[src/rtl/seg_desc_fetch.sv]
module seg_desc_fetch #(
  parameter int TLIM_W = 16
) (
  input  logic              clk,
  input  logic              rst_n,
  input  logic              cfg_we,
  input  logic              cfg_local,
  input  logic [31:0]       cfg_base,
  input  logic [TLIM_W-1:0] cfg_limit,
  input  logic              sel_valid,
  input  logic [15:0]       selector,
  output logic              sel_ready,
  output logic              mem_req,
  output logic [31:0]       mem_addr,
  input  logic              mem_rvalid,
  input  logic [31:0]       mem_rdata,
  output logic              done,
  output logic              fault,
  output logic [31:0]       desc_lo,
  output logic [31:0]       desc_hi,
  output logic [31:0]       seg_base,
  output logic [31:0]       seg_limit
);
  typedef enum logic [2:0] {S_IDLE, S_REQ0, S_WAIT0, S_REQ1, S_WAIT1} state_t;

  state_t            state;
  logic [31:0]       gbase, lbase, addr_q;
  logic [TLIM_W-1:0] glim, llim;

  wire               use_local = selector[2];
  wire [15:0]        offset    = {selector[15:3], 3'b000};
  wire [31:0]        tbase     = use_local ? lbase : gbase;
  wire [TLIM_W-1:0]  tlim      = use_local ? llim : glim;
  wire [31:0]        last_byte = 32'(offset) + 32'd7;
  wire               out_of_bounds = last_byte > 32'(tlim);
  wire               accept    = sel_valid && (state == S_IDLE);

  assign sel_ready = (state == S_IDLE);
  assign mem_req   = (state == S_REQ0) || (state == S_REQ1);
  assign mem_addr  = addr_q;

  wire [19:0] raw_limit = {desc_hi[19:16], desc_lo[15:0]};
  assign seg_limit = desc_hi[23] ? {raw_limit, 12'hFFF} : {12'h000, raw_limit};
  assign seg_base  = {desc_hi[31:24], desc_hi[7:0], desc_lo[31:16]};

  always_ff @(posedge clk) begin
    if (!rst_n) begin
      gbase <= '0;
      lbase <= '0;
      glim  <= '0;
      llim  <= '0;
    end else if (cfg_we) begin
      if (cfg_local) begin
        lbase <= cfg_base;
        llim  <= cfg_limit;
      end else begin
        gbase <= cfg_base;
        glim  <= cfg_limit;
      end
    end
  end

  always_ff @(posedge clk) begin
    if (!rst_n) begin
      state   <= S_IDLE;
      addr_q  <= '0;
      done    <= 1'b0;
      fault   <= 1'b0;
      desc_lo <= '0;
      desc_hi <= '0;
    end else begin
      done <= 1'b0;
      case (state)
        S_IDLE:
          if (accept) begin
            if (out_of_bounds) begin
              done  <= 1'b1;
              fault <= 1'b1;
            end else begin
              addr_q <= tbase + 32'(offset);
              state  <= S_REQ0;
            end
          end
        S_REQ0: state <= S_WAIT0;
        S_WAIT0:
          if (mem_rvalid) begin
            desc_lo <= mem_rdata;
            addr_q  <= addr_q + 32'd4;
            state   <= S_REQ1;
          end
        S_REQ1: state <= S_WAIT1;
        S_WAIT1:
          if (mem_rvalid) begin
            desc_hi <= mem_rdata;
            done    <= 1'b1;
            fault   <= 1'b0;
            state   <= S_IDLE;
          end
        default: state <= S_IDLE;
      endcase
    end
  end

  assert_fault_no_access_R3: assert property (@(posedge clk) disable iff (!rst_n)
    (accept && out_of_bounds) |=> (done && fault && !mem_req));

  assert_fetch_starts_R1: assert property (@(posedge clk) disable iff (!rst_n)
    (accept && !out_of_bounds) |=> (mem_req && !sel_ready && mem_addr == $past(tbase) + {16'h0, $past(selector) & 16'hFFF8}));

  assert_single_request_R4: assert property (@(posedge clk) disable iff (!rst_n)
    mem_req |=> !mem_req);

  assert_done_after_data_R7: assert property (@(posedge clk) disable iff (!rst_n)
    (done && !fault) |-> $past(mem_rvalid));

  assert_gran_fill_R5: assert property (@(posedge clk) disable iff (!rst_n)
    (done && !fault && desc_hi[23]) |-> (seg_limit[11:0] == 12'hFFF));

  assert_busy_not_ready_R8: assert property (@(posedge clk) disable iff (!rst_n)
    mem_req |-> !sel_ready);
endmodule

[config.mk]
export PLATFORM = sky130hd
export DESIGN_NAME = seg_desc_fetch
export DESIGN_NICKNAME = d
export VERILOG_FILES = /design/src/rtl/seg_desc_fetch.sv
export SDC_FILE = /design/constraint.sdc
export NUM_CORES = 1
export LEC_CHECK = 0
export BUFFER_PORTS_ARGS = -buffer_cell sky130_fd_sc_hd__buf_4
export CORE_MARGIN = 8
export CORE_UTILIZATION = 45
export DETAILED_ROUTE_END_ITERATION = 8
export GPL_TIMING_DRIVEN = 0
export PLACE_DENSITY = 0.7
export SLEW_MARGIN = 20
export SYNTH_ARGS = -nofsm -noshare
export SYNTH_HDL_FRONTEND = slang
export SYNTH_SLANG_ARGS = --single-unit
[constraint.sdc]
create_clock -name clk -period 10.2 [get_ports clk]
set_input_delay 0.51 -clock clk [delete_from_list [all_inputs] [get_ports clk]]
set_output_delay 0.51 -clock clk [all_outputs]
set_load 0.03 [all_outputs]
==> summary.txt, run 1 <==
STA
  – Final period utilization: a little under three fifths
  – Layout Skew: about 8.9 ps
  – Min Hold Slack: 313 ps
  – Setup ws final: 4370 ps
  – Worst slew margin: a little over a third
  – Crit path time final: 5830 ps
  – Setup_tns: 0 ps
  – Setup Viol. Count Final: 0
  – Fin. max-slew vios: 0
  – Fmax: 0.172 GHz
  – Least-Margin Pin Slew: 971 ps
  – Final Hold Violating Endpoints: 0
  – RSZ-0062 raised after global routing: no

Global routing
  – First-pass GRT wire length: 52400 um
  – GRT Util Overall: 24.5%
  – Total grt overflow: 0
  – Initial antenna violation count: 0
  – Vias in the first global route: approximately 9500
  – Largest net degree at the start of global routing: 20

Critical path
  – Flop2flop setup slack: 6680 ps
  – CP Class: in2reg
  – Crit path launch type: input port
  – CP startpoint: selector[2]
  – Crit. End Element: flop
  – Reg2reg end: mem_addr[12]
  – Worst R2R Path Depth: 11
  – Critical Path RT: between 10000 and 15000 ps
  – CP Data Arrival Time: slightly above 6000 ps
  – Worst-path maximum fanout: 10
  – Reg-to-reg startpoint: llim[10]

Synthesis
  – Top-area cell type share of the netlist area: around 40%
  – Distinct cells, synth: 68
  – Syn Nets: 1416
  – Avg Cell Area, Syn: a little under 8 um2
  – Largest family of logic cells by synthesized area: simple AND/OR/NAND/NOR gates
  – Synth area leader: dfxtp_1
  – Synth Area in Compound Gates: about 19%
  – Warnings from Yosys: 0
  – Top_reg_cell synth: dfxtp_1
  – Top post-synthesis cells by area: dfxtp_1 (40%), nand2_1 (14%), a21oi_1 (10%)
  – Post-synthesis mux area share: between 5 and 6%
  – Post-synth EDFFs: 0
  – Synth Area in Adders: 3.62%
  – Post-synth top cells: nand2_1 (372), a21oi_1 (203), dfxtp_1 (197)
  – Synthesized cell area: 0.00989 mm2
  – Most common cell in the synthesized netlist: nand2_1
  – Post-Synth Simple-Gate Area: between 20% and 30%
  – Number of synthesized register bits: 197
  – Register area share after synthesis: about two fifths
  – Gate Count Post-Synth: between 1000 and 1500
  – Post-synthesis xor/xnor area fraction: 1.68%
  – Ys async rst share: 0%

Clock network
  – Worst-Skew Late Latency: about 440 ps
  – CTS tree: done
  – Root Buffer: clkbuf_16
  – CTS buffer count: 17
  – Worst-case clock buffer depth: 2
  – Clock-pin slew on the worst setup and hold paths: 80 ps
  – Hold Buf Count CTS: 0
  – Post-cts repair resize count: 0
  – Clk sinks: 197
  – Post-CTS setup buffers: 0
  – CTS H-tree lvls: 4

Drt
  – Vias per cell: 5.46
  – Drt drc: 0
  – DRT iter0 DRCs: 939
  – Drt total wl: 34100 um
  – Pre-antenna DRT Iters: 5
  – Vias: 10143
  – Routed Antenna Nets: 0
  – DR WL/cell: 18.3 um

Floorplan
  – Die height: 164 um
  – Die Footprint: between 0.02 and 0.03 mm2
  – Core area: 0.0217 mm2
  – Chip Width: 164 um
  – Effective utilization at floorplan: 45.6%
  – Cell Rows: 54
  – Num ports: 266

Min path
  – Worst Hold Launch: cfg_base[1]
  – Hold EP: lbase[1]
  – Hold depth: 3
  – Min-delay worst type: in2reg

Placed design
  – GP Congestion: 0.862
  – HPWL after DPL: 26700 um
  – Dpl ws: 4010 ps
  – Port buffer count: 261

Pwr
  – PwrDens: approximately 150 mW/mm2
  – Peak VDD IR: 0.000127 V
  – Lkg Pwr: 5.32 nW
  – Overall power: 0.00198 W

Final layout
  – Synthesis-to-layout area growth: 29.8%
  – ANT cells: 0
  – Nets@finish: 1696
  – Fraction of layout cells with a size suffix above 1: 25.0%
  – Final core utilization: 59.2%

Run
  – MaxCap Viol Count: 0

Outcome
  – Outcome: complete, no violations
-- report_power, final --
| part | internal [W] | leakage, nW | total, W | switching [W] |
|---|---|---|---|---|
| Sequential | 0.000810 | 1.60 | 0.000850 | 0.0000402 |
| Clock | 0.000399 | 0.311 | 0.000732 | 0.000333 |
| Combinational | 0.000148 | 3.41 | 0.000395 | 0.000247 |
| Total | 0.00136 | 5.32 | 0.00198 | 0.000620 |
-- state kept, by name, summed over array words and instances (netlist names) --
signal and flops:
lbase 32, llim 16, done 1, glim 16, mem_addr 32, gbase 32
desc_hi 32, fault 1, desc_lo 32, state 3
-- critical path, cell delays in order --
cell and delay, ps:
buf_2 230, buf_2 290, buf_2 290, buf_2 370
clkbuf_1 630, buf_1 600, mux2i_1 290, ha_1 280
a211oi_1 270, nor2_1 80, a2111oi_0 690, a31oi_1 480
and2_1 310, clkbuf_1 210, buf_2 270, o21ai_0 230
a21oi_1 90
-- layer usage --
layer	wire (um)	GRT usage [%]	vias up
li1	-	-	4956
met1	14600	32.9	4695
met2	16000	39.9	438
met3	2820	4.21	54
met4	637	6.57	0
met5	0	0	-
-- through the flow --
stage,area [um2],instances
6_report,12800,1859
5_1_grt,12800,1859
4_1_cts,12800,1859
3_5_place_dp,12200,1827
3_3_place_gp,12200,1827
2_1_floorplan,9890,1286
-- placed cells by master (no fill, tap or decap), drive strengths merged, types with 3 or more instances in the layout --
master | synthesis | final
a211oi | 9 | 9
a21o | 6 | 6
a21oi | 203 | 203
a311oi | 3 | 3
a31oi | 10 | 10
and2 | 20 | 20
and3 | 9 | 9
and4 | 3 | 3
buf | 44 | 305
bufinv | 0 | 3
clkbuf | 72 | 89
clkinv | 0 | 3
dfxtp | 197 | 197
ha | 27 | 27
inv | 7 | 15
mux2 | 27 | 27
mux2i | 28 | 28
nand2 | 373 | 373
nand2b | 4 | 4
nand3 | 27 | 27
nand3b | 4 | 4
nand4 | 10 | 10
nor2 | 43 | 43
nor2b | 6 | 6
nor3 | 16 | 16
nor4 | 7 | 7
o211ai | 5 | 5
o21ai | 38 | 38
o21bai | 4 | 4
o221a | 7 | 7
o31a | 5 | 5
o31ai | 5 | 5
o41ai | 5 | 5
or2 | 13 | 13
or4 | 4 | 4
xnor2 | 14 | 14
xor2 | 5 | 5
-- cell families after synthesis --
family	count (synthesis)
AO/OA/AOI/OAI	316
adder cells (fa/ha/maj)	28
AND/OR/NAND/NOR	548
multiplexers	55
XOR/XNOR	19
buffers and inverters	123
flip-flops	197
-- worst max path at each step --
| stage | end | slack (ps) | cells after the start |
|---|---|---|---|
| 2_1_floorplan | mem_addr[31] | 5590 | 16 |
| 3_3_place_gp | mem_addr[9] | 4050 | 16 |
| 3_5_place_dp | mem_addr[9] | 4010 | 16 |
| 4_1_cts | mem_addr[9] | 4450 | 16 |
| 5_1_grt | mem_addr[12] | 4080 | 17 |
| 6_report | mem_addr[12] | 4370 | 17 |
-- cell type report --
cell class | instances | area [um2]
fill | 2077 | 8850
multi-input combinational | 966 | 5350
sequential | 197 | 3940
timing repair buffer | 261 | 1960
buffer | 116 | 573
clock buffer | 17 | 425
tap | 280 | 350
clock inverter | 15 | 213
inverter | 7 | 26.3
No activity file was read; power rests on OpenSTA's default activity.
==> inputs of run 2 (changes only) <==
clock period = 5.6 ns   (was 10.2 ns; I/O delays follow)
==> run 2 against run 1 <==
Against the previous run:
- sequential power is 82% higher
- critical path type unchanged
- cell count hardly changed
- worst setup slack worse by 3900 ps
- count of clock-buffer cells in the layout stayed put
- combinational power is 82% higher
- largest power group unchanged
- total power is 82% higher
- core utilization hardly changed
- via count is 0.30% lower
- register-to-register slack worse by 4600 ps
- clock skew is 1.9 ps higher
- die area stayed put
- worst hold slack worse by 230 ps
- largest cell class unchanged
==> summary.txt, run 2 (same netlist as run 1, synthesis figures left out) <==
Outcome
  – Outcome: complete, no violations

Pwr
  – PwrDens: 281 mW/mm2
  – Power Internal: roughly 0.0025 W
  – Overall power: 0.00360 W
  – Comb power frac: 19.9%
  – Sw Ratio: a little under a third
  – Psw: 0.00113 W
  – Clk pwr share: 37.0%
  – Peak VDD IR: 0.000234 V
  – Sequential Power Share: 43.0%
  – Lkg Pwr: 5.32 nW

STA
  – Setup Viol. Count Final: 0
  – Final Hold Violating Endpoints: 0
  – Setup_tns: 0 ps
  – Final period utilization: 91.5%
  – Crit path time final: 5120 ps
  – Least-Margin Pin Slew: 982 ps
  – Layout Skew: 10.8 ps
  – Fin. max-slew vios: 0
  – Worst slew margin: 34.3%
  – RSZ-0062 raised after global routing: no
  – Min Hold Slack: between 70 and 80 ps
  – Fmax: 0.195 GHz
  – Setup ws final: 479 ps

Clock network
  – Post-CTS setup buffers: 0
  – Root Buffer: clkbuf_16
  – Hold Buf Count CTS: 0
  – Clock-pin slew on the worst setup and hold paths: approximately 80 ps
  – Clk sinks: 197
  – Worst-Skew Late Latency: 450 ps
  – Worst-case clock buffer depth: 2
  – Post-cts repair resize count: 0
  – CTS H-tree lvls: 4
  – CTS tree: done
  – CTS buffer count: 17

Critical path
  – CP Data Arrival Time: 5430 ps
  – CP Class: in2reg
  – Critical Path RT: 5910 ps
  – Cell mode on critical path: buf_2
  – Worst-path maximum fanout: 19
  – Cell Chain, Critical Path: buf_2, buf_2, buf_2, buf_2, buf_1, mux2i_1, ha_1, a211oi_1, nor2_1, a2111oi_0, a31oi_1, and2_1, clkbuf_1, buf_2, o21ai_0, a21oi_1
  – Crit. End Element: flop
  – Cell family with most CP delay: buffers and inverters
  – Worst path max stage delay: 710 ps
  – Slowest cell on crit path: a2111oi_0
  – Critical path buffer and inverter count: 7
  – Crit path launch type: input port

Drt
  – Vias per cell: 5.44
  – DRT iter0 DRCs: 928
  – Vias: 10113
  – Pre-antenna DRT Iters: 5
  – Drt total wl: approximately 34000 um
  – Drt drc: 0
  – Routed Antenna Nets: 0
  – DR WL/cell: between 15 and 20 um

Floorplan
  – Num ports: 266
  – Effective utilization at floorplan: 45.6%
  – Cell Rows: 54
  – Die Footprint: 0.0270 mm2
  – Core area: between 0.02 and 0.025 mm2
  – Chip Width: 164 um
  – Die height: 164 um

Final layout
  – Fraction of layout cells with a size suffix above 1: 25.0%
  – Commonest non-fill, non-tap cell in the layout: nand2_1
  – Fillers: just over 2000
  – ANT cells: 0
  – Nets@finish: approximately 1700
  – Most frequent cells in the layout: nand2_1 (372), buf_4 (293), a21oi_1 (203)
  – Synthesis-to-layout area growth: 29.8%

Global routing
  – Total grt overflow: 0
  – GRT Util Overall: about a quarter
  – First-pass GRT wire length: 52400 um
  – Largest net degree at the start of global routing: 20
  – Initial antenna violation count: 0
  – Vias in the first global route: 9526

Placed design
  – HPWL after DPL: 26700 um
  – Port buffer count: 261
  – Dpl ws: -356 ps
  – GP Congestion: 0.862

Run
  – MaxCap Viol Count: 0

Min path
  – Min-delay worst type: in2reg
-- run 2: layout make-up --
type	count	area (um2)	area share (%)
multi-input cells	966	5350	41.7
flip-flops and latches	197	3940	30.7
repair buffers	261	1960	15.3
plain buffers	115	569	4.44
clock buffers	17	425	3.31
well taps	280	350	2.73
clock inverters	15	213	1.66
inverters	7	26.3	0.205
-- run 2: power groups by stage --
stage | clock, W | sequential, W | combinational, W
after floorplan | 0 | 0.00164 | 0.000353
after global placement | 0 | 0.00158 | 0.000707
after detailed placement | 0 | 0.00158 | 0.000713
after CTS | 0.00135 | 0.00155 | 0.000717
after global routing | 0.00141 | 0.00156 | 0.000776
final | 0.00133 | 0.00155 | 0.000718
-- run 2: worst paths after layout --
kind	start	to	slack, ps	cells past startpoint
setup / recovery	selector[2]	mem_addr[12]	480	16
hold / removal	cfg_base[1]	lbase[1]	80	3
setup reg to reg	llim[10]	mem_addr[12]	2080	11
hold reg to reg	gbase[0]	gbase[0]	460	2
-- run 2: metal layers --
metal | routed length (um) | global-route usage (%) | vias up
li1 | - | - | 4953
met4 | 584 | 6.57 | 0
met3 | 2840 | 4.21 | 45
met1 | 14700 | 32.9 | 4713
met2 | 15900 | 39.9 | 402
met5 | 0 | 0 | -
-- run 2: worst min-delay path, cell delays in order --
cell	delay [ps]
buf_4	110
nand2_1	50
a21oi_1	50
-- run 2: metrics by stage --
stage | cell area [um2] | instances | util, %
2_1_floorplan | 9890 | 1286 | -
4_1_cts | 12800 | 1859 | 59.2
3_3_place_gp | 12200 | 1827 | 56.3
6_report | 12800 | 1858 | 59.2
3_5_place_dp | 12200 | 1827 | 56.3
5_1_grt | 12800 | 1858 | 59.2
==> inputs of run 3 (changes only) <==
==> constraint.sdc (replaced) <==
create_clock -name clk -period 5.6 [get_ports clk]
set_input_delay 0.84 -clock clk [delete_from_list [all_inputs] [get_ports clk]]
set_output_delay 0.84 -clock clk [all_outputs]
set_load 0.03 [all_outputs]
==> run 3 against run 2 <==
Against the previous run:
- critical path depth fell by 1
- largest power group unchanged
- wire length grew 0.31%
- via count barely moved
- first-iteration DRC count grew 4.8%
- clock power about the same
- worst hold slack better by 380 ps
==> summary.txt, run 3 (same netlist as run 1, synthesis figures left out) <==
Clock network
  – CTS H-tree lvls: 4
  – Root Buffer: clkbuf_16
  – Worst-case clock buffer depth: 2
  – CTS buffer count: 17
  – Worst-Skew Late Latency: around 450 ps
  – Clock-pin slew on the worst setup and hold paths: 80 ps
  – Hold Buf Count CTS: 0
  – CTS tree: done
  – Clk sinks: 197

STA
  – Final period utilization: 94.1%
  – Setup Viol. Count Final: 0
  – Worst slew margin: 35.0%
  – RSZ-0062 raised after global routing: no
  – Setup ws final: 330 ps
  – Setup_tns: 0 ps
  – Least-Margin Pin Slew: 971 ps
  – Final Hold Violating Endpoints: 0
  – Layout Skew: 10.3 ps
  – Min Hold Slack: between 400 and 500 ps
  – Fin. max-slew vios: 0
  – Crit path time final: 5270 ps
  – Fmax: 0.190 GHz

Floorplan
  – Chip Width: about 160 um
  – Die Footprint: 0.0270 mm2
  – Core area: 0.0217 mm2
  – Num ports: 266
  – Effective utilization at floorplan: 45.6%
  – Die height: 164 um
  – Cell Rows: 54

Placed design
  – Dpl ws: -916 ps
  – Placed cell areas: 0.0122 mm2
  – GP Congestion: 0.862
  – Port buffer count: 261
  – HPWL after DPL: approximately 27000 um

Global routing
  – Vias in the first global route: 9521
  – Initial antenna violation count: 0
  – GRT Util Overall: around 24%
  – Largest net degree at the start of global routing: 20
  – First-pass GRT wire length: around 52000 um
  – Total grt overflow: 0

Pwr
  – Sequential Power Share: 43.0%
  – Power Internal: 0.00247 W
  – Clk pwr share: 37.0%
  – Overall power: 0.00360 W
  – Peak VDD IR: 0.000234 V
  – Sw Ratio: between 30% and 40%
  – Comb power frac: about a fifth
  – Psw: 0.00113 W
  – Lkg Pwr: around 5.3 nW
  – PwrDens: 280 mW/mm2

Drt
  – Pre-antenna DRT Iters: 5
  – Vias: 10118
  – Drt drc: 0
  – WL met1: 14800 um
  – DRT iter0 DRCs: 973
  – DR WL/cell: between 15 and 20 um
  – Metal3 WL: 2750 um
  – Routed Antenna Nets: 0
  – Drt total wl: between 30000 and 40000 um
  – Vias per cell: 5.45
  – Routed length on met2: approximately 16000 um
  – Top layer in use: met4

Critical path
  – Worst-path maximum fanout: 19
  – Critical Path RT: between 5000 and 6000 ps
  – CP Class: in2reg
  – CP Data Arrival Time: 5580 ps
  – Crit path launch type: input port
  – Crit. End Element: flop

Final layout
  – Synthesis-to-layout area growth: 29.9%
  – Commonest non-fill, non-tap cell in the layout: nand2_1
  – Nets@finish: between 1500 and 2000
  – ANT cells: 0
  – Fraction of layout cells with a size suffix above 1: between 20% and 30%
  – Most frequent cells in the layout: nand2_1 (372), buf_4 (293), a21oi_1 (203)
  – Cell area after layout: 0.0128 mm2

Min path
  – Min-delay worst type: reg2reg

Run
  – MaxCap Viol Count: 0

Outcome
  – Outcome: complete, no violations
-- run 3: area by class of cell --
cell class	count	area, um2
timing repair buffer	261	1960
tap	280	350
fill	2078	8840
buffer	115	571
sequential	197	3940
clock inverter	15	213
clock buffer	17	425
inverter	7	26.3
multi-input combinational	966	5360
-- run 3: timing repair --
item | 4_1_cts | 5_1_grt
resized for setup | 0 | 3
cloned | 0 | 0
setup buffers | 0 | 0
endpoints found under the setup margin | 33 | 28
-- run 3: path summary, 6_finish.rpt --
path                             startpoint            to  slack [ps]  depth (start not counted)
worst max-delay path            selector[2]  mem_addr[12]         330                         15
worst min-delay path               gbase[0]      gbase[0]         460                          2
worst max register to register     gbase[3]  mem_addr[31]        2170                         11
worst min register to register     gbase[0]      gbase[0]         460                          2
-- run 3: critical path, cell delays in order --
cell	delay [ps]
buf_2	220
buf_2	290
buf_2	290
buf_2	540
buf_2	430
mux2i_1	300
ha_1	300
a21o_1	160
a2111oi_1	730
a31oi_2	350
and2_1	260
clkbuf_1	200
buf_2	270
o21ai_0	260
a21oi_1	90
-- run 3: per-stage QoR --
step / std cells / utilization, %
detailed placement: 1827 / 56.3
floorplan: 1286 / -
CTS: 1858 / 59.2
global route: 1858 / 59.2
finish: 1858 / 59.2
global placement: 1827 / 56.3
-- run 3: power by group through the flow --
stage	Sequential (W)	Combinational, W	Clock (W)
2_1_floorplan	0.00164	0.000353	0
3_3_place_gp	0.00158	0.000707	0
3_5_place_dp	0.00158	0.000713	0
4_1_cts	0.00155	0.000716	0.00135
5_1_grt	0.00156	0.000777	0.00141
6_report	0.00155	0.000721	0.00133
-- run 3: layer usage --
metal | vias up | GRT usage (%)
met2 | 397 | 39.7
li1 | 4955 | -
met1 | 4722 | 32.8
met5 | - | 0
met4 | 0 | 6.57
met3 | 44 | 4.09
